<file path="src/rtl/txf_pkg.sv">
package txf_pkg;
    localparam int BYTE_W      = 8;
    localparam int WORD_W      = 16;
    localparam int MAX_PAYLOAD = 125;
    localparam int PRE_BYTES   = 4;
    localparam int FCS_BYTES   = 2;
    localparam int LEN_W       = $clog2(MAX_PAYLOAD + 1);
    localparam int ADDR_W      = LEN_W - 1;
    localparam int CRC_W       = 16;
    localparam logic [CRC_W-1:0]  CRC_POLY_REV = 16'h8408;
    localparam logic [BYTE_W-1:0] PRE_CODE     = 8'h00;
    localparam logic [BYTE_W-1:0] SFD_CODE     = 8'hA7;

    typedef enum logic [2:0] {
        ST_IDLE,
        ST_PRE,
        ST_SFD,
        ST_LEN,
        ST_PAY,
        ST_FCSL,
        ST_FCSH,
        ST_DONE
    } txf_state_e;

    typedef struct packed {
        txf_state_e       st;
        logic [LEN_W-1:0] cnt;
        logic [LEN_W-1:0] len;
        logic             en;
        logic             err;
    } seq_regs_t;
endpackage

</file>
<file path="src/rtl/txf_byte_pick.sv">
module txf_byte_pick #(
    parameter int WORD_W = 16,
    parameter int BYTE_W = 8,
    parameter int LANES  = WORD_W / BYTE_W,
    parameter int SEL_W  = (LANES > 1) ? $clog2(LANES) : 1
) (
    input  logic [WORD_W-1:0] word_i,
    input  logic [SEL_W-1:0]  sel_i,
    output logic [BYTE_W-1:0] byte_o
);
    logic [BYTE_W-1:0] lane_w [LANES];

    for (genvar g = 0; g < LANES; g++) begin : g_lane
        assign lane_w[g] = word_i[g*BYTE_W +: BYTE_W];
    end

    assign byte_o = lane_w[sel_i];
endmodule

</file>
<file path="src/rtl/txf_crc16.sv">
module txf_crc16 #(
    parameter int              CRC_W  = 16,
    parameter int              DATA_W = 8,
    parameter logic [CRC_W-1:0] POLY  = 16'h8408
) (
    input  logic              clk,
    input  logic              rst_n,
    input  logic              clr_i,
    input  logic              upd_i,
    input  logic [DATA_W-1:0] din_i,
    output logic [CRC_W-1:0]  crc_o
);
    logic [CRC_W-1:0] crc_d, crc_q, step_w;

    always_comb begin
        step_w = crc_q;
        for (int i = 0; i < DATA_W; i++) begin
            if (step_w[0] ^ din_i[i]) step_w = (step_w >> 1) ^ POLY;
            else                      step_w = step_w >> 1;
        end
        crc_d = crc_q;
        if (clr_i)      crc_d = '0;
        else if (upd_i) crc_d = step_w;
    end

    always_ff @(posedge clk or negedge rst_n) begin
        if (!rst_n) crc_q <= '0;
        else        crc_q <= crc_d;
    end

    assign crc_o = crc_q;

    assert_clear_R4: assert property (@(posedge clk) disable iff (!rst_n)
        clr_i |=> (crc_o == '0));
endmodule

</file>
<file path="src/rtl/txf_seq.sv">
module txf_seq
    import txf_pkg::*;
#(
    parameter int               PRE_N = PRE_BYTES,
    parameter int               MAX_N = MAX_PAYLOAD,
    parameter logic [BYTE_W-1:0] SFD  = SFD_CODE
) (
    input  logic              clk,
    input  logic              rst_n,
    input  logic              start_en,
    input  logic [LEN_W-1:0]  pay_len,
    input  logic [BYTE_W-1:0] pay_byte,
    input  logic [CRC_W-1:0]  crc_val,
    input  logic              out_ready,
    output logic [ADDR_W-1:0] buf_addr,
    output logic              lane_sel,
    output logic [BYTE_W-1:0] out_data,
    output logic              out_valid,
    output logic              busy,
    output logic              done_irq,
    output logic              len_err,
    output logic              crc_clr,
    output logic              crc_upd
);
    localparam logic [LEN_W-1:0] PRE_LAST = LEN_W'(PRE_N - 1);
    localparam logic [LEN_W-1:0] LEN_MAX  = LEN_W'(MAX_N);
    localparam seq_regs_t RST_REGS = '{st: ST_IDLE, cnt: '0, len: '0, en: 1'b0, err: 1'b0};

    seq_regs_t d, q;
    logic hs_w, len_bad_w, start_w;

    assign len_bad_w = (pay_len == '0) || (pay_len > LEN_MAX);
    assign start_w   = (q.st == ST_IDLE) && start_en && !q.en;
    assign out_valid = (q.st != ST_IDLE) && (q.st != ST_DONE);
    assign hs_w      = out_valid && out_ready;

    always_comb begin
        d    = q;
        d.en = start_en;
        if (!start_en) begin
            d.st  = ST_IDLE;
            d.cnt = '0;
        end else begin
            unique case (q.st)
                ST_IDLE: if (start_w) begin
                    if (len_bad_w) begin
                        d.err = 1'b1;
                    end else begin
                        d.err = 1'b0;
                        d.len = pay_len;
                        d.cnt = '0;
                        d.st  = ST_PRE;
                    end
                end
                ST_PRE: if (hs_w) begin
                    if (q.cnt == PRE_LAST) begin
                        d.cnt = '0;
                        d.st  = ST_SFD;
                    end else begin
                        d.cnt = q.cnt + 1'b1;
                    end
                end
                ST_SFD:  if (hs_w) d.st = ST_LEN;
                ST_LEN: if (hs_w) begin
                    d.cnt = '0;
                    d.st  = ST_PAY;
                end
                ST_PAY: if (hs_w) begin
                    if (q.cnt == q.len - 1'b1) begin
                        d.cnt = '0;
                        d.st  = ST_FCSL;
                    end else begin
                        d.cnt = q.cnt + 1'b1;
                    end
                end
                ST_FCSL: if (hs_w) d.st = ST_FCSH;
                ST_FCSH: if (hs_w) d.st = ST_DONE;
                ST_DONE: d.st = ST_DONE;
                default: d.st = ST_IDLE;
            endcase
        end
    end

    always_ff @(posedge clk or negedge rst_n) begin
        if (!rst_n) q <= RST_REGS;
        else        q <= d;
    end

    always_comb begin
        unique case (q.st)
            ST_PRE:  out_data = PRE_CODE;
            ST_SFD:  out_data = SFD;
            ST_LEN:  out_data = BYTE_W'(q.len) + BYTE_W'(FCS_BYTES);
            ST_PAY:  out_data = pay_byte;
            ST_FCSL: out_data = crc_val[7:0];
            ST_FCSH: out_data = crc_val[15:8];
            default: out_data = '0;
        endcase
    end

    assign buf_addr = q.cnt[LEN_W-1:1];
    assign lane_sel = q.cnt[0];
    assign busy     = out_valid;
    assign done_irq = (q.st == ST_DONE);
    assign len_err  = q.err;
    assign crc_clr  = start_w && !len_bad_w;
    assign crc_upd  = hs_w && (q.st == ST_PAY);

    assert_start_R1: assert property (@(posedge clk) disable iff (!rst_n)
        (!busy && !done_irq && start_en && !$past(start_en) && (pay_len != '0) && (pay_len <= LEN_MAX))
        |=> (busy && out_valid && out_data == PRE_CODE));

    assert_hold_R5: assert property (@(posedge clk) disable iff (!rst_n)
        (out_valid && !out_ready && start_en) |=> (out_valid && $stable(out_data)));

    assert_irq_R6: assert property (@(posedge clk) disable iff (!rst_n)
        $rose(done_irq) |-> ($past(out_valid && out_ready) && !busy));

    assert_abort_R7: assert property (@(posedge clk) disable iff (!rst_n)
        !start_en |=> (!busy && !out_valid && !done_irq));

    assert_badlen_R8: assert property (@(posedge clk) disable iff (!rst_n)
        (!busy && !done_irq && start_en && !$past(start_en) && ((pay_len == '0) || (pay_len > LEN_MAX)))
        |=> (!busy && len_err));
endmodule

</file>
<file path="src/rtl/txf_framer.sv">
module txf_framer
    import txf_pkg::*;
(
    input  logic              clk,
    input  logic              rst_n,
    input  logic              start_en,
    input  logic [LEN_W-1:0]  pay_len,
    output logic [ADDR_W-1:0] buf_addr,
    input  logic [WORD_W-1:0] buf_rdata,
    output logic [BYTE_W-1:0] out_data,
    output logic              out_valid,
    input  logic              out_ready,
    output logic              busy,
    output logic              done_irq,
    output logic              len_err
);
    logic [BYTE_W-1:0] pay_byte_w;
    logic [CRC_W-1:0]  crc_w;
    logic              lane_w, crc_clr_w, crc_upd_w;

    txf_byte_pick #(.WORD_W(WORD_W), .BYTE_W(BYTE_W)) u_pick (
        .word_i (buf_rdata),
        .sel_i  (lane_w),
        .byte_o (pay_byte_w)
    );

    txf_crc16 #(.CRC_W(CRC_W), .DATA_W(BYTE_W), .POLY(CRC_POLY_REV)) u_crc (
        .clk   (clk),
        .rst_n (rst_n),
        .clr_i (crc_clr_w),
        .upd_i (crc_upd_w),
        .din_i (out_data),
        .crc_o (crc_w)
    );

    txf_seq u_seq (
        .clk       (clk),
        .rst_n     (rst_n),
        .start_en  (start_en),
        .pay_len   (pay_len),
        .pay_byte  (pay_byte_w),
        .crc_val   (crc_w),
        .out_ready (out_ready),
        .buf_addr  (buf_addr),
        .lane_sel  (lane_w),
        .out_data  (out_data),
        .out_valid (out_valid),
        .busy      (busy),
        .done_irq  (done_irq),
        .len_err   (len_err),
        .crc_clr   (crc_clr_w),
        .crc_upd   (crc_upd_w)
    );
endmodule

</file>
<file path="config.mk">
export PLATFORM = sky130hd
export DESIGN_NAME = txf_framer
export DESIGN_NICKNAME = d
export VERILOG_FILES = /design/src/rtl/txf_pkg.sv /design/src/rtl/txf_byte_pick.sv /design/src/rtl/txf_crc16.sv /design/src/rtl/txf_seq.sv /design/src/rtl/txf_framer.sv
export SDC_FILE = /design/constraint.sdc
export NUM_CORES = 1
export LEC_CHECK = 0
export BUFFER_PORTS_ARGS = -buffer_cell sky130_fd_sc_hd__buf_4
export CELL_PAD_IN_SITES_DETAIL_PLACEMENT = 0
export CELL_PAD_IN_SITES_GLOBAL_PLACEMENT = 1
export CORE_UTILIZATION = 47
export CTS_CLUSTER_DIAMETER = 40
export CTS_CLUSTER_SIZE = 14
export DETAILED_ROUTE_END_ITERATION = 8
export GPL_ROUTABILITY_DRIVEN = 0
export PLACE_DENSITY_LB_ADDON = 0.15
export REMOVE_ABC_BUFFERS = 1
export SLEW_MARGIN = 20
export SYNTH_ARGS = -nofsm -noshare
export SYNTH_HDL_FRONTEND = slang
export SYNTH_SLANG_ARGS = --single-unit
</file>
<file path="constraint.sdc">
create_clock -name clk -period 4.35 [get_ports clk]
set_input_delay 0.435 -clock clk [delete_from_list [all_inputs] [get_ports clk]]
set_output_delay 0.435 -clock clk [all_outputs]
set_load 0.01 [all_outputs]
</file>
==> metrics.txt, run 1 <==
Cells after DPL 397; WP buf/inv 0; CTS H-tree lvls 2; Lkg Pwr 1.409 nW; Residual DRC 0; antenna viol nets, final 0; largest net degree at the start of global routing 36; initial DRC count 123; NumNets Final 363; fin util 56.86%; Area Growth Syn to Fin 13.91%; largest cells by area after synthesis dfrtp_1, nand2_1, mux2_2; relative slew slack 45.50%; crit-path cells nor3b_2 -> nand2_1 -> o2111a_2 -> a22o_1 -> a31o_2; final instance area 3208 um^2; Die Wd 79.41 um; total track usage 23.50%; Fmax achieved 0.3523 GHz; vias in the first global route 2223; area of the mapped netlist 2816 um^2; Post-synth ARST share 100.0%; MaxCap Viol Count 0; Total Wirelength 6.859 mm; Critical Path AT 3.02 ns; # fillers 522; Hold Crit Class in -> async; DR vias 2420; most common cell in the netlist nand2_1; Worst Tran Pin Value 0.8156 ns; total grt overflow 0; CTS Buf Count 5; CTS Sinks 35; Non-Filler Instances 405; final worst-path cycle share 65.25%; Clock Skews 0.006722 ns; I/O pins 45; min cycle time layout 2.839 ns; Initial Util 49.92%; Worst Setup End Kind register; initial antenna violation count 0; VDD IR max 245.9 uV; Crit Path Class reg -> reg; share of cells above drive strength 1 23.72%; sequential element share of the synthesized area 31.10%; Synth Instances 304; cell taking the most area after synthesis dfrtp_1; Clock transition at path regs 0.08 ns; Pre-antenna DRT Iters 4; Root Buffer clkbuf_8; Post-synth EDFFs 0; CTS tree done; share of the synthesized area in the top cell type 31.10%; Post-CTS Resized 0; Pwr Total 1.461 mW; Post-DP HPWL 4.963 mm; core area 5642 um^2; DR vias/cell 5.975; critical path launch point type register; Placement Cell Area 3090 um^2; Top FF cell, synth dfrtp_1; RSZ-0062 raised after global routing no; die area 6306 um^2; setup_tns 0 ns; delay-heaviest family, CP simple AND/OR/NAND/NOR gates; outcome finished clean; register bit count reported by yosys 35; Longest Clk Path Bufs 2; Yosys Warn Count 0; Die Ht 79.41 um; Post CTS Setup Buffer Count 0; hold buffers post-CTS 0; Worst path max stage delay 0.84 ns; PD cells 455.3 nW/um^2; Final setup viols 0; Port Buffers 44; clk_lat worst skew 0.29 ns; max-slew violation count 0; Synth top cells by count nand2_1, dfrtp_1, nor2_1; FP Rows 27; Worst Path Required 4.53 ns; Synth cell types 68; crit path max-delay cell type dfrtp_1; critical path fanouts, max 26; routed len/inst 16.94 um; n_diodes 0; Synth Area per Inst 9.265 um^2; Final Hold Vio Count 0; first-pass GRT wire length 11.29 mm
worst reg2reg max path, stage by stage (launching register included):
cell	delay [ns]
dfrtp_1	0.84
nor3b_2	0.42
nand2_1	0.55
o2111a_2	0.46
a22o_1	0.25
a31o_2	0.20
power by group:
group          switching (mW)  internal (mW)
registers               0.130          0.373
logic                   0.327          0.325
clock network           0.120          0.185
total                   0.577          0.883
per-stage QoR:
| step | hold WS [ns] | setup slack (ns) |
|---|---|---|
| after floorplan | 0.1394 | 2.075 |
| after global placement | 0.4258 | 1.609 |
| after detailed placement | 0.4221 | 1.592 |
| after CTS | 0.09659 | 1.576 |
| after global routing | 0.1270 | 1.353 |
| final | 0.08084 | 1.511 |
flip-flops by register name (all words and copies together), names as in the netlist:
register	flops
u_seq.q	11
u_seq.lane_sel	1
u_seq.buf_addr	6
u_crc.crc_o	16
u_seq.len_err	1
cells in the final DEF, fill, tap and decap left out, types with 3 or more instances in the layout:
master and count:
a21o_1 6, a21oi_1 5, a22o_1 6, and3_1 4
and3b_1 4, buf_4 44, clkbuf_8 6, dfrtp_1 35
ha_1 4, inv_1 10, mux2_2 10, mux2i_1 6
nand2_1 37, nand2b_1 6, nand3_1 8, nand3b_1 4
nor2_1 16, nor2b_1 6, nor3_1 5, nor4_1 4
o211ai_1 9, o21ai_0 15, o21ai_1 3, o22ai_1 9
or4_1 3, xnor2_1 8, xnor3_1 4, xor2_1 12
path summary, 6_finish.rpt:
kind / slack [ns] / cells after the start / to / from
min in group clk: 0.32 / 1 / u_seq.q[1]$_DFF_PN0_ / start_en
min: 0.08 / 1 / u_seq.lane_sel$_DFFE_PN0P_ / rst_n
max in group asynchronous: 3.93 / 1 / u_crc.crc_o[4]$_DFFE_PN0P_ / rst_n
max reg2reg: 1.51 / 5 / u_seq.buf_addr[2]$_DFFE_PN0P_ / u_seq.q[18]$_DFFE_PN0P_
max: 1.51 / 5 / u_seq.buf_addr[2]$_DFFE_PN0P_ / u_seq.q[18]$_DFFE_PN0P_
min reg2reg: 0.52 / 2 / u_crc.crc_o[0]$_DFFE_PN0P_ / u_crc.crc_o[0]$_DFFE_PN0P_
cell families after synthesis:
kind of cell	share of synthesized area, %
AND/OR/NAND/NOR	20.39
AO/OA/AOI/OAI	21.81
flip-flops	31.10
buffers and inverters	6.531
XOR/XNOR	12.26
multiplexers	6.131
adder cells (fa/ha/maj)	1.777
cell type report:
cell class,instances,area (um^2),share of cell area (%)
timing repair buffer,44,330.3,10.30
clock buffer,6,82.58,2.574
tap,72,90.09,2.808
multi-input combinational,236,1757,54.76
sequential,35,875.8,27.30
clock inverter,2,35.03,1.092
inverter,10,37.54,1.170
routing by layer:
| layer | track usage [%] | routed length [um] | share of wire [%] |
|---|---|---|---|
| met1 | 34.01 | 3429 | 50 |
| met2 | 36.29 | 3072 | 45 |
| met3 | 3.771 | 309 | 4.5 |
| met4 | 6.364 | 48 | 0.70 |
| met5 | 0 | 0 | 0 |
(Power assumes the default switching activity.)
==> inputs of run 2 (changes only) <==
CORE_UTILIZATION = 39   (was 47)
clock period = 2.45 ns   (was 4.35 ns; I/O delays follow)
==> metrics.txt, run 2 (same netlist as run 1, synthesis figures left out) <==
largest net degree at the start of global routing 36 (unchanged); die area 7566 um^2 (+20%); Worst Path Required 2.62 ns (-1.91 ns); register area 877.1 um^2 (+0.14%); Total Wirelength 7.727 mm (+13%); MaxCap Viol Count 0 (unchanged); Cells after DPL 440 (+11%); initial antenna violation count 0 (unchanged); antenna viol nets, final 0 (unchanged); Residual DRC 0 (unchanged); Root Buffer clkbuf_8; Non-Filler Instances 450 (+11%); Largest register FFs 16 (unchanged); Longest Clk Path Bufs 2 (unchanged); initial DRC count 208 (+69%); CTS tree done; Fmax achieved 0.4258 GHz (+21%); Final Hold Vio Count 0 (unchanged); total track usage 21.48% (-2.0 points); routed len/inst 17.17 um (+1.4%); Post-DP HPWL 5.700 mm (+15%); relative slew slack 65.84% (+20 points); DR top layer met4; Pre-antenna DRT Iters 4 (unchanged); NumNets Final 385 (+6.1%); CTS Sinks 35 (unchanged); I/O pins 45 (unchanged); share of cells above drive strength 1 30.51% (+6.8 points); Lkg Pwr 1.515 nW (+7.5%); total grt overflow 0 (unchanged); critical path launch point type register; Initial Util 41.00% (-8.9 points); outcome finished clean; CTS Buf Count 5 (unchanged); Final setup viols 0 (unchanged); Placement Cell Area 3288 um^2 (+6.4%); final worst-path cycle share 95.87% (+31 points); core area 6869 um^2 (+22%); Clock transition at path regs 0.07 ns (about the same); FP Rows 30 (+11%); most frequent cells in the layout buf_4, nand2_1, dfrtp_1, nor2_1, o21ai_0; VDD IR max 436.6 uV (+78%); M1 wire length 3.813 mm (+11%); Crit Path Class reg -> reg; first-pass GRT wire length 12.39 mm (+9.8%); DR vias 2482 (+2.6%); final instance area 3453 um^2 (+7.6%); fin util 50.27% (-6.6 points); PD cells 778.7 nW/um^2 (+71%); Critical Path AT 2.52 ns (-0.50 ns); # fillers 671 (+29%); Pwr Total 2.689 mW (+84%); clk_lat worst skew 0.28 ns (about the same); DR vias/cell 5.516 (-7.7%); Die Ht 86.98 um (+9.5%); Routed met3 length 420 um (+36%); Area Growth Syn to Fin 22.61%; Clock Skews 0.005279 ns (-0.001443 ns); n_diodes 0 (unchanged); Die Wd 86.98 um (+9.5%); Worst Setup End Kind register; setup_tns 0 ns (unchanged); met2 WL post-DR 3.435 mm (+12%); vias in the first global route 2389 (+7.5%); Hold Crit Class in -> reg; CTS H-tree lvls 2 (unchanged); min cycle time layout 2.349 ns (-0.4898 ns); max-slew violation count 0 (unchanged); critical path fanouts, max 6 (-77%); Worst Tran Pin Value 0.5105 ns (-0.3051 ns); area occupied by multi-input gates 1815 um^2 (+3.3%); commonest non-fill, non-tap cell in the layout buf_4; Port Buffers 44 (unchanged)
-- run 2: what timing repair did --
action	4_1_cts	5_1_grt
hold buffers	1	0
endpoints found under the setup margin	0	7
buffers inserted	0	1
endpoints found under the hold margin	35	0
resized for setup	0	11
-- run 2: critical path: stages (launching register included) --
cell     delay, ns
dfrtp_1       0.42
inv_1         0.13
ha_4          0.17
nand2_1       0.05
or4_1         0.48
a32oi_2       0.30
a31oi_4       0.18
nor2b_4       0.18
a221o_1       0.32
-- run 2: path summary, 6_finish.rpt --
| kind | start | cells past startpoint | endpoint | slack (ns) |
|---|---|---|---|---|
| max in group asynchronous | rst_n | 2 | u_seq.q[4]$_DFFE_PN0P_ | 1.63 |
| worst min-delay path | start_en | 1 | u_seq.q[1]$_DFF_PN0_ | 0.14 |
| worst max register to register | u_seq.q[2]$_DFFE_PN0P_ | 8 | u_seq.buf_addr[1]$_DFFE_PN0P_ | 0.10 |
| worst min register to register | u_seq.len_err$_DFFE_PN0P_ | 2 | u_seq.len_err$_DFFE_PN0P_ | 0.53 |
| worst max-delay path | u_seq.q[2]$_DFFE_PN0P_ | 8 | u_seq.buf_addr[1]$_DFFE_PN0P_ | 0.10 |
| min in group asynchronous | rst_n | 2 | u_seq.buf_addr[5]$_DFFE_PN0P_ | 0.46 |
-- run 2: layout make-up --
class	instances	share of cell area, %
multi-input cells	237	52.57
inverters	10	1.087
clock buffers	6	2.391
well taps	96	3.478
repair buffers	65	14.93
flip-flops and latches	35	25.40
clock inverters	1	0.1449
-- run 2: metal layers --
layer | track usage [%] | vias up
met4 | 4.242 | 0
met3 | 3.412 | 4
met1 | 31.71 | 1204
met5 | 0 | -
li1 | - | 1206
met2 | 33.14 | 68
-- run 2: power breakdown --
group | leakage, nW | total [mW] | internal [mW] | switching, mW
clock network | 0.0470 | 0.428 | 0.221 | 0.207
logic | 0.999 | 1.45 | 0.716 | 0.736
registers | 0.468 | 0.809 | 0.666 | 0.144
total | 1.51 | 2.69 | 1.60 | 1.09
-- run 2: stage by stage --
stage          setup slack, ns  hold WS, ns
2_1_floorplan           0.1752     -0.05059
3_3_place_gp           0.09928       0.2520
3_5_place_dp           0.07593       0.2465
4_1_cts                0.04338       0.1343
5_1_grt               -0.02619       0.1384
6_report                0.1013       0.1364
